`src/rtl/mguard_pkg.sv`:
```
package mguard_pkg;

    localparam int PERM_W = 6;

    typedef enum logic [1:0] {
        ACC_READ  = 2'd0,
        ACC_WRITE = 2'd1,
        ACC_EXEC  = 2'd2,
        ACC_RSVD  = 2'd3
    } acc_kind_e;

    // bit 0 enable, bits 6:1 permissions (user r/w/x, supervisor r/w/x)
    typedef struct packed {
        logic [PERM_W-1:0] perm;
        logic              en;
    } region_ctrl_t;

    function automatic logic perm_granted(logic [PERM_W-1:0] perm,
                                          acc_kind_e kind, logic sup);
        logic [2:0] sel;
        if (kind == ACC_RSVD) return 1'b0;
        sel = {1'b0, kind} + (sup ? 3'd3 : 3'd0);
        return perm[sel];
    endfunction

endpackage

```
`src/rtl/mguard_cfg.sv`:
```
module mguard_cfg
    import mguard_pkg::*;
#(
    parameter int ADDR_W = 32,
    parameter int N_REG  = 4,
    parameter int CFG_AW = 5
) (
    input  logic                           clk,
    input  logic                           rst_n,
    input  logic                           cfg_we,
    input  logic [CFG_AW-1:0]              cfg_addr,
    input  logic [ADDR_W-1:0]              cfg_wdata,
    output logic [N_REG-1:0][ADDR_W-1:0]   reg_base,
    output logic [N_REG-1:0][ADDR_W-1:0]   reg_mask,
    output region_ctrl_t [N_REG-1:0]       reg_ctrl,
    output logic                           stat_clr
);
    localparam int IDX_W = CFG_AW - 2;

    typedef struct packed {
        logic [N_REG-1:0][ADDR_W-1:0] base;
        logic [N_REG-1:0][ADDR_W-1:0] mask;
        region_ctrl_t [N_REG-1:0]     ctrl;
    } cfg_t;

    cfg_t cfg_d, cfg_q;

    logic [IDX_W-1:0] wr_idx;
    logic [1:0]       wr_fld;

    assign wr_idx = cfg_addr[CFG_AW-1:2];
    assign wr_fld = cfg_addr[1:0];

    always_comb begin
        cfg_d = cfg_q;
        for (int r = 0; r < N_REG; r++) begin
            if (cfg_we && wr_idx == IDX_W'(r)) begin
                case (wr_fld)
                    2'd0:    cfg_d.base[r] = cfg_wdata;
                    2'd1:    cfg_d.mask[r] = cfg_wdata;
                    2'd2:    cfg_d.ctrl[r] = region_ctrl_t'(cfg_wdata[PERM_W:0]);
                    default: ;
                endcase
            end
        end
    end

    always_ff @(posedge clk or negedge rst_n) begin
        if (!rst_n) cfg_q <= '0;
        else        cfg_q <= cfg_d;
    end

    assign reg_base = cfg_q.base;
    assign reg_mask = cfg_q.mask;
    assign reg_ctrl = cfg_q.ctrl;
    assign stat_clr = cfg_we && (cfg_addr == '1);

endmodule

```
`src/rtl/mguard_region.sv`:
```
module mguard_region
    import mguard_pkg::*;
#(
    parameter int ADDR_W = 32
) (
    input  logic [ADDR_W-1:0] base,
    input  logic [ADDR_W-1:0] mask,
    input  region_ctrl_t      ctrl,
    input  logic [ADDR_W-1:0] acc_addr,
    input  acc_kind_e         acc_kind,
    input  logic              acc_sup,
    output logic              viol
);
    logic hit;
    logic granted;

    always_comb begin
        hit     = ctrl.en && (((acc_addr ^ base) & mask) == '0);
        granted = perm_granted(ctrl.perm, acc_kind, acc_sup);
        viol    = hit && !granted;
    end

endmodule

```
`src/rtl/mguard_status.sv`:
```
module mguard_status #(
    parameter int ADDR_W = 32
) (
    input  logic              clk,
    input  logic              rst_n,
    input  logic              fault,
    input  logic              fault_block,
    input  logic [ADDR_W-1:0] acc_addr,
    input  logic [1:0]        acc_type,
    input  logic              acc_super,
    input  logic              clr,
    output logic              stat_valid,
    output logic [ADDR_W-1:0] stat_addr,
    output logic [1:0]        stat_type,
    output logic              stat_super,
    output logic              stat_block
);
    typedef struct packed {
        logic              valid;
        logic [ADDR_W-1:0] addr;
        logic [1:0]        kind;
        logic              sup;
        logic              block;
    } stat_t;

    stat_t st_d, st_q;

    always_comb begin
        st_d = st_q;
        if (clr) st_d.valid = 1'b0;
        if (fault && (!st_q.valid || clr)) begin
            st_d.valid = 1'b1;
            st_d.addr  = acc_addr;
            st_d.kind  = acc_type;
            st_d.sup   = acc_super;
            st_d.block = fault_block;
        end
    end

    always_ff @(posedge clk or negedge rst_n) begin
        if (!rst_n) st_q <= '0;
        else        st_q <= st_d;
    end

    assign stat_valid = st_q.valid;
    assign stat_addr  = st_q.addr;
    assign stat_type  = st_q.kind;
    assign stat_super = st_q.sup;
    assign stat_block = st_q.block;

endmodule

```
`src/rtl/mguard_top.sv`:
```
module mguard_top
    import mguard_pkg::*;
#(
    parameter int ADDR_W = 32,
    parameter int N_PREV = 2,
    parameter int N_DET  = 2,
    parameter int CFG_AW = 5
) (
    input  logic              clk,
    input  logic              rst_n,
    input  logic              cfg_we,
    input  logic [CFG_AW-1:0] cfg_addr,
    input  logic [ADDR_W-1:0] cfg_wdata,
    input  logic              acc_valid,
    input  logic [ADDR_W-1:0] acc_addr,
    input  logic [1:0]        acc_type,
    input  logic              acc_super,
    output logic              acc_allow,
    output logic              flt_block,
    output logic              flt_detect,
    output logic              stat_valid,
    output logic [ADDR_W-1:0] stat_addr,
    output logic [1:0]        stat_type,
    output logic              stat_super,
    output logic              stat_block
);
    localparam int N_REG = N_PREV + N_DET;

    logic [N_REG-1:0][ADDR_W-1:0] reg_base;
    logic [N_REG-1:0][ADDR_W-1:0] reg_mask;
    region_ctrl_t [N_REG-1:0]     reg_ctrl;
    logic                         stat_clr;

    logic [N_PREV-1:0] prev_viol;
    logic [N_DET-1:0]  det_viol;
    logic              prev_any, det_any;
    acc_kind_e         kind;

    assign kind = acc_kind_e'(acc_type);

    mguard_cfg #(
        .ADDR_W (ADDR_W),
        .N_REG  (N_REG),
        .CFG_AW (CFG_AW)
    ) u_cfg (
        .clk       (clk),
        .rst_n     (rst_n),
        .cfg_we    (cfg_we),
        .cfg_addr  (cfg_addr),
        .cfg_wdata (cfg_wdata),
        .reg_base  (reg_base),
        .reg_mask  (reg_mask),
        .reg_ctrl  (reg_ctrl),
        .stat_clr  (stat_clr)
    );

    for (genvar g = 0; g < N_REG; g++) begin : g_region
        logic viol;
        mguard_region #(.ADDR_W(ADDR_W)) u_region (
            .base     (reg_base[g]),
            .mask     (reg_mask[g]),
            .ctrl     (reg_ctrl[g]),
            .acc_addr (acc_addr),
            .acc_kind (kind),
            .acc_sup  (acc_super),
            .viol     (viol)
        );
        if (g < N_PREV) begin : g_prev
            assign prev_viol[g] = viol;
        end else begin : g_det
            assign det_viol[g-N_PREV] = viol;
        end
    end

    always_comb begin
        prev_any   = acc_valid && (|prev_viol);
        det_any    = acc_valid && (|det_viol);
        acc_allow  = !prev_any;
        flt_block  = prev_any;
        flt_detect = det_any && !prev_any;
    end

    mguard_status #(.ADDR_W(ADDR_W)) u_status (
        .clk         (clk),
        .rst_n       (rst_n),
        .fault       (prev_any || det_any),
        .fault_block (prev_any),
        .acc_addr    (acc_addr),
        .acc_type    (acc_type),
        .acc_super   (acc_super),
        .clr         (stat_clr),
        .stat_valid  (stat_valid),
        .stat_addr   (stat_addr),
        .stat_type   (stat_type),
        .stat_super  (stat_super),
        .stat_block  (stat_block)
    );

endmodule

```
`config.mk`:
```
export PLATFORM = sky130hd
export DESIGN_NAME = mguard_top
export DESIGN_NICKNAME = d
export VERILOG_FILES = /design/src/rtl/mguard_pkg.sv /design/src/rtl/mguard_cfg.sv /design/src/rtl/mguard_region.sv /design/src/rtl/mguard_status.sv /design/src/rtl/mguard_top.sv
export SDC_FILE = /design/constraint.sdc
export NUM_CORES = 1
export LEC_CHECK = 0
export ABC_AREA = 1
export BUFFER_PORTS_ARGS = -buffer_cell sky130_fd_sc_hd__buf_2
export CAP_MARGIN = 20
export CORE_UTILIZATION = 50
export CTS_CLUSTER_DIAMETER = 100
export CTS_CLUSTER_SIZE = 24
export DETAILED_ROUTE_END_ITERATION = 10
export PLACE_DENSITY = 0.74
export SLEW_MARGIN = 20
export SYNTH_ARGS = -nofsm -noshare
export SYNTH_HDL_FRONTEND = slang
export SYNTH_HIERARCHICAL = 1
export SYNTH_SLANG_ARGS = --single-unit
```
`constraint.sdc`:
```
create_clock -name clk -period 1.75 [get_ports clk]
set_input_delay 0.0875 -clock clk [delete_from_list [all_inputs] [get_ports clk]]
set_output_delay 0.0875 -clock clk [all_outputs]
set_load 0.02 [all_outputs]
```
---- After elaboration in Yosys (flattened, before gate mapping) ----
Cells that the tools add are included.
storage, ports and cells
  word-level logic and storage cells ...... 101
  memories kept ........................... 0
  ROM bits ................................ 0
  bits of input ports ..................... 76
  latch bits .............................. 0
  output and inout port bits .............. 40
  flip-flop bits (word level) ............. 321
  memory bits (writable) .................. 0
cells by class
  multiply operators ...................... 0
  eq/ne operators ......................... 7
  divide/modulo/power cells ............... 0
  $lt $le $gt $ge ......................... 1
  muxes and demuxes ....................... 17
  shifts and indexed selects .............. 0
  $add $sub $neg .......................... 1
  reduce and logical (&&, ||, !) cells .... 46
  bitwise logic cells ..................... 8
operator list
  operator                                                                       number
  32-bit AND                                                                     4
  32-bit logical NOT                                                             4
  32-bit bitwise XOR                                                             4
  37-bit 2-to-1 mux                                                              1
  2-bit AND reduction                                                            12
  1-bit logical AND                                                              17
  1-bit binary-select mux with 3-bit select                                      4
  1-bit 2-to-1 mux                                                               11
  3-bit by 2-bit equality test with 1-bit output (second input constant)         2
  1-bit logical NOT                                                              6
  5-bit equality test (second input constant)                                    1
  2-bit equality test (second input constant)                                    2
  3-bit by 4-bit less-than comparator with 1-bit output (second input constant)  1
  2-bit OR reduction                                                             2
  2-bit by 3-bit adder with 3-bit output                                         1
  3-bit by 1-bit equality test with 1-bit output (second input constant)         1
  3-bit logical NOT                                                              1
  2-bit by 1-bit equality test with 1-bit output (second input constant)         1
  2-bit logical NOT                                                              1
  1-bit logical OR                                                               2
  2-bit 2-to-1 mux                                                               1
  2-bit nonzero test                                                             1

---- Longest topological paths before layout ----
  depth after elaboration ................. 12
  depth in mapped cells ................... 20

---- Hierarchy ----
Netlist, hierarchy kept.
by module, submodules not included
  module         area each (um^2)  sequential area each (um^2)  instances  cells an instance
  mguard_cfg     11392.2           7106.8                       1          1289
  mguard_region  807.0             0.0                          4          194
  mguard_status  1639.1            925.9                        1          160
  mguard_top     36.3              0.0                          1          8

---- Worst setup path before layout ----
OpenSTA, ideal clock, no wires.
  path type ............................... input-to-reg
  from .................................... input acc_type[0]
  to ...................................... register u_status.st_q (netlist bit u_status/stat_addr[0])
  cell stages on the path ................. 20
  path slack .............................. -0.346 ns
  required time ........................... 1.633 ns
  arrival ................................. 1.979 ns
  library setup time ...................... 0.117 ns
  cell sequence ........................... ha_1 -> inv_1 -> fa_1 -> inv_1 -> nand3_1 -> nand2_1 -> nor2_1 -> nor2_1 -> nor2_1 -> nand2_1 -> nor2_1 -> inv_1 -> nand2_2 -> nand2_2 -> nand2_1 -> buf_6 -> nand2_4 -> buf_4 -> nand2_1 -> nand2_1
on the way
  cells in the longest elaborated chain, start to end .. 10
RTL lines
  what                                       line                 RTL
  start: declaration                         mguard_top.sv:16     input logic [1:0] acc_type,
  2-bit by 3-bit adder with 3-bit output     mguard_pkg.sv:22     sel = {1'b0, kind} + (sup ? 3'd3 : 3'd0);
  1-bit binary-select mux with 3-bit select  mguard_pkg.sv:23     return perm[sel];
  1-bit 2-to-1 mux (implied by the code)     mguard_pkg.sv:23
  1-bit 2-to-1 mux *                         mguard_pkg.sv:22
  1-bit logical NOT *                        mguard_region.sv:20  viol = hit && !granted;
  1-bit logical AND *                        mguard_region.sv:20
  net g_region[0].viol                       mguard_top.sv:58     logic viol;
  2-bit OR reduction *                       mguard_top.sv:76     prev_any = acc_valid && (|prev_viol);
  1-bit logical AND *                        mguard_top.sv:76
  1-bit logical OR *                         mguard_top.sv:86     .fault (prev_any || det_any),
  1-bit logical AND *                        mguard_status.sv:31  if (fault && (!st_q.valid || clr)) begin
  end signal: assignment                     mguard_status.sv:42  else st_q <= st_d;
  end: declaration                           mguard_status.sv:26  stat_t st_d, st_q;
The timed path passes the listed nets; every way through them passes the cells marked *. The select of a mux whose other input is x is not followed.
A chain may end at the register's enable or synchronous reset.

---- Worst setup path after layout ----
  from .................................... register u_cfg.cfg_q (netlist bit u_cfg/reg_base[47])
  to ...................................... output flt_block
on the way
  cells in the longest elaborated chain, start to end .. 7
RTL lines
  what                      line                 RTL
  start: declaration        mguard_cfg.sv:26     cfg_t cfg_d, cfg_q;
  start signal: assignment  mguard_cfg.sv:50     else cfg_q <= cfg_d;
  32-bit bitwise XOR        mguard_region.sv:18  hit = ctrl.en && (((acc_addr ^ base) & mask) == '0);
  32-bit AND                mguard_region.sv:18
  32-bit logical NOT        mguard_region.sv:18
  1-bit logical AND         mguard_region.sv:18
  1-bit logical AND         mguard_region.sv:20
  net g_region[1].viol      mguard_top.sv:58
  2-bit OR reduction        mguard_top.sv:76
  1-bit logical AND         mguard_top.sv:76
  end: declaration          mguard_top.sv:19     output logic flt_block,
The timed path passes the listed nets, and every way through them passes these cells.

==> results.md <==
- Main combinational cell family by area after synthesis: simple AND/OR/NAND/NOR gates
- Drt wl/cell: 18.5 um
- Clock Latency Late Sink: 0.52 ns
- Period minus WS final: 2.41 ns
- Commonest cells in the netlist: 967 x nand2_1, 410 x nand3_1, 321 x dfrtp_1, 190 x inv_1, 117 x nor2_1
- Max clock buf depth: 3
- Global route overflow: 0
- FFs w/ async S/R, synth: between 90% and 100%
- Peak supply drop: 0.000944 V
- CP Capture Type: primary output
- Synth top area cells: dfrtp_1 49%, nand2_1 22%, nand3_1 13%
- Post-Place Cell Area: 0.0179 sq mm
- DRT Pass-1 Iters: 6
- Final Core Density: 61.8%
- CTS tree: done
- RePlAce Congestion: between 0.9 and 1
- Hold Violations, Final: 0
- Non-Filler Instances: 2848
- Worst endpoint required time: 1.66 ns
- Main synth FF type: dfrtp_1
- Largest net degree at the start of global routing: approximately 70
- Endpoints failing setup: 40
- Synth Area in Simple Gates: approximately two fifths
- Ys Warns: 6
- Crit Path Class: reg2out
- Total Power: slightly above 0.02 W
- Fmax: 414 MHz
- Vias in the first global route: 15000
- Area Overhead vs Synth: 20.7%
- Core area: 0.0318 sq mm
- P per Cell Area: 1040 mW/mm^2
- Syn avg cell area: ~7.3 sq um
- Initial antenna violation count: 0
- Cts bufs inserted: 17
- Final WL: 52.6 mm
- Initial Utilization: 51.2%
- Syn Std Cell Area: 0.0163 sq mm
- Fin worst setup slack: -0.665 ns
- Crit path max-delay cell type: dfrtp_1
- RSZ-0062 raised after global routing: true
- Layout Nets: between 2000 and 2500
- Leakage: 10.6 nW
- Vias per cell: approximately 5.5
- Compound-cell area share of the yosys netlist: 1.07%
- Post-synthesis xor/xnor area fraction: 0%
- Adder-Cell Fraction of Synth Area: 0.799%
- GRT Util Overall: 32.0%
- Failing checks: setup timing
- Worst min-delay path class: in2reg
- Final period util: 138%
- Post-place setup slack: -0.788 ns
- # diodes: 0
- DRC Markers: 0
- Post-synth top area share: 49.3%
- 1st-iter DRT viols: 1559
- # clock sinks: 321
- Worst-margin pin slew: between 0.5 and 0.6 ns
- Die Area: 0.0333 sq mm
- Slew margin rel.: 61.5%
- Count leader, synth: nand2_1
- Via count: about 16000
- Finished Cell Area: 0.0197 sq mm
- First-pass GRT wire length: 82.6 mm
- Max Cap Viol: 0
- Die H: 183 um
- Worst Path Arrival: 2.33 ns
- Largest area contributor in the netlist: dfrtp_1
- Register bit count reported by yosys: 321
- # IOs: 116
- Status: finished, violations left
- Cell variety after synth: 26
- Sequential-to-total area share from yosys stat: about half
- Largest fanout on the critical path: 2
- EDFF count, synth: 0
- # rows: 65
- DIE WIDTH: 183 um
- Crit path cell chain: or2_1 > nand3_2 > o21ai_2 > nor2_2 > nand3_2 > nor2_2 > inv_1 > nand2_2 > nand2_4 > buf_6 > inv_4 > buf_6
- Final ANT Viol Nets: 0
- Clock root buffer: clkbuf_16
- Startpoint Class: flop
- Final slew viol count: 0
- DP Wirelength: 31.4 mm
- Placed insts: between 2000 and 3000
- Syn Nets: about 2300
- Clock Pin Slew Worst Setup and Hold Paths: approximately 0.1 ns
- Ratio of cells with drive above 1 in the final layout: between 10% and 20%
- Syn Inst Count: 2233
- H-tree lvl count: 1
- Port buffer count: around 120
- CP max stage delay: 0.41 ns
- Clock skew: 0.0306 ns
- Multiplexer share of the synthesized area: 0%
==> state kept, by name, summed over array words and instances, names as in the netlist <==
name and count:
u_status/stat_block 1, u_cfg/reg_base 128, u_status/stat_addr 32, u_status/stat_super 1, u_status/stat_type 2, u_cfg/reg_ctrl 28, u_status/stat_valid 1, u_cfg/reg_mask 128
==> per-layer routing <==
metal	wire length (um)	GRT usage (%)	vias up
met1	21100	44.0	7456
met2	24200	50.1	763
met4	2140	13.6	0
met5	0	0	-
li1	-	-	7272
met3	5240	5.67	140
==> critical path: cells and delay by family, from the launching register on <==
kind / cells / cell delay (ns)
AOI/OAI and AO/OA: 1 / 0.11
buffers and inverters: 4 / 0.32
DFF: 1 / 0.41
and+or+nand+nor: 7 / 0.98
==> metrics by stage <==
| step | hold slack, ns | TNS [ns] |
|---|---|---|
| after global routing | 0.0113 | -27.26 |
| after floorplan | -0.208 | -9.25 |
| after global placement | 0.0410 | -24.96 |
| after CTS | 0.00588 | -20.30 |
| final | 0.00507 | -23.80 |
| after detailed placement | 0.0419 | -29.01 |
==> kinds of logic (layout without fill, tap and decap cells) <==
group / Yosys count / in the layout
AND/OR/NAND/NOR: 1541 / 1548
adder cells (fa/ha/maj): 8 / 8
flip-flops: 321 / 321
AO/OA/AOI/OAI: 33 / 33
buffers and inverters: 330 / 503
==> cell usage in the layout, fill, tap and decap left out <==
master           n
nor2_2          19
inv_2           11
nand3_1        383
buf_6            8
clkinv_1         4
dlygate4sd3_1   50
fa_1             4
o22ai_1          7
nor3_1           1
buf_2          112
inv_12           1
buf_12          25
inv_1          187
buf_8            6
dfrtp_1        321
or2_1           12
inv_4            1
clkbuf_16       17
buf_16           2
nand2_1        909
nand3_2         49
nand3_4          1
nand2_2         54
ha_1             2
nand2_4          6
o22ai_2          1
o21ai_0          4
nand2_8          9
nor2_4          14
o21ai_2          9
a21oi_1          4
buf_4           79
o21ai_1          8
ha_4             2
nor2_1          91
==> final timing paths <==
path,from,endpoint,slack [ns],depth (start not counted)
max in group asynchronous,rst_n,u_cfg/reg_ctrl[11]$_DFFE_PN0P_,0.92,3
min in group asynchronous,rst_n,u_cfg/reg_base[82]$_DFFE_PN0P_,0.08,2
worst max register to register,u_cfg/reg_base[47]$_DFFE_PN0P_,u_status/stat_addr[9]$_DFFE_PN0P_,-0.65,16
worst max-delay path,u_cfg/reg_base[47]$_DFFE_PN0P_,flt_block,-0.66,12
worst min register to register,u_cfg/reg_mask[120]$_DFFE_PN0P_,u_cfg/reg_mask[120]$_DFFE_PN0P_,0.48,2
worst min-delay path,acc_addr[6],u_status/stat_addr[6]$_DFFE_PN0P_,0.005,4
==> area by class of cell <==
class,instances,area [sq um]
clock buffers,17,425
fillers,2731,12100
repair buffers,282,2390
well taps,435,544
clock inverters,1,16.3
inverters,203,764
multi-input cells,1589,7490
flip-flops and latches,321,8030
==> where the power goes <==
group	leakage, nW	internal, W	switching [W]
Clock	0.217	0.00178	0.00243
Combinational	6.23	0.00226	0.00392
Sequential	4.15	0.00901	0.00109
==> timing repair <==
| action | in CTS | in global routing |
|---|---|---|
| buffers inserted | 16 | 1 |
| gates resized for setup | 107 | 62 |
| hold buffers | 50 | 0 |
| setup endpoints to repair | 40 | 40 |
| cloned | 11 | 0 |
| endpoints found under the hold margin | 610 | 0 |
| pin swaps | 26 | 33 |
(Power assumes the default switching activity.)
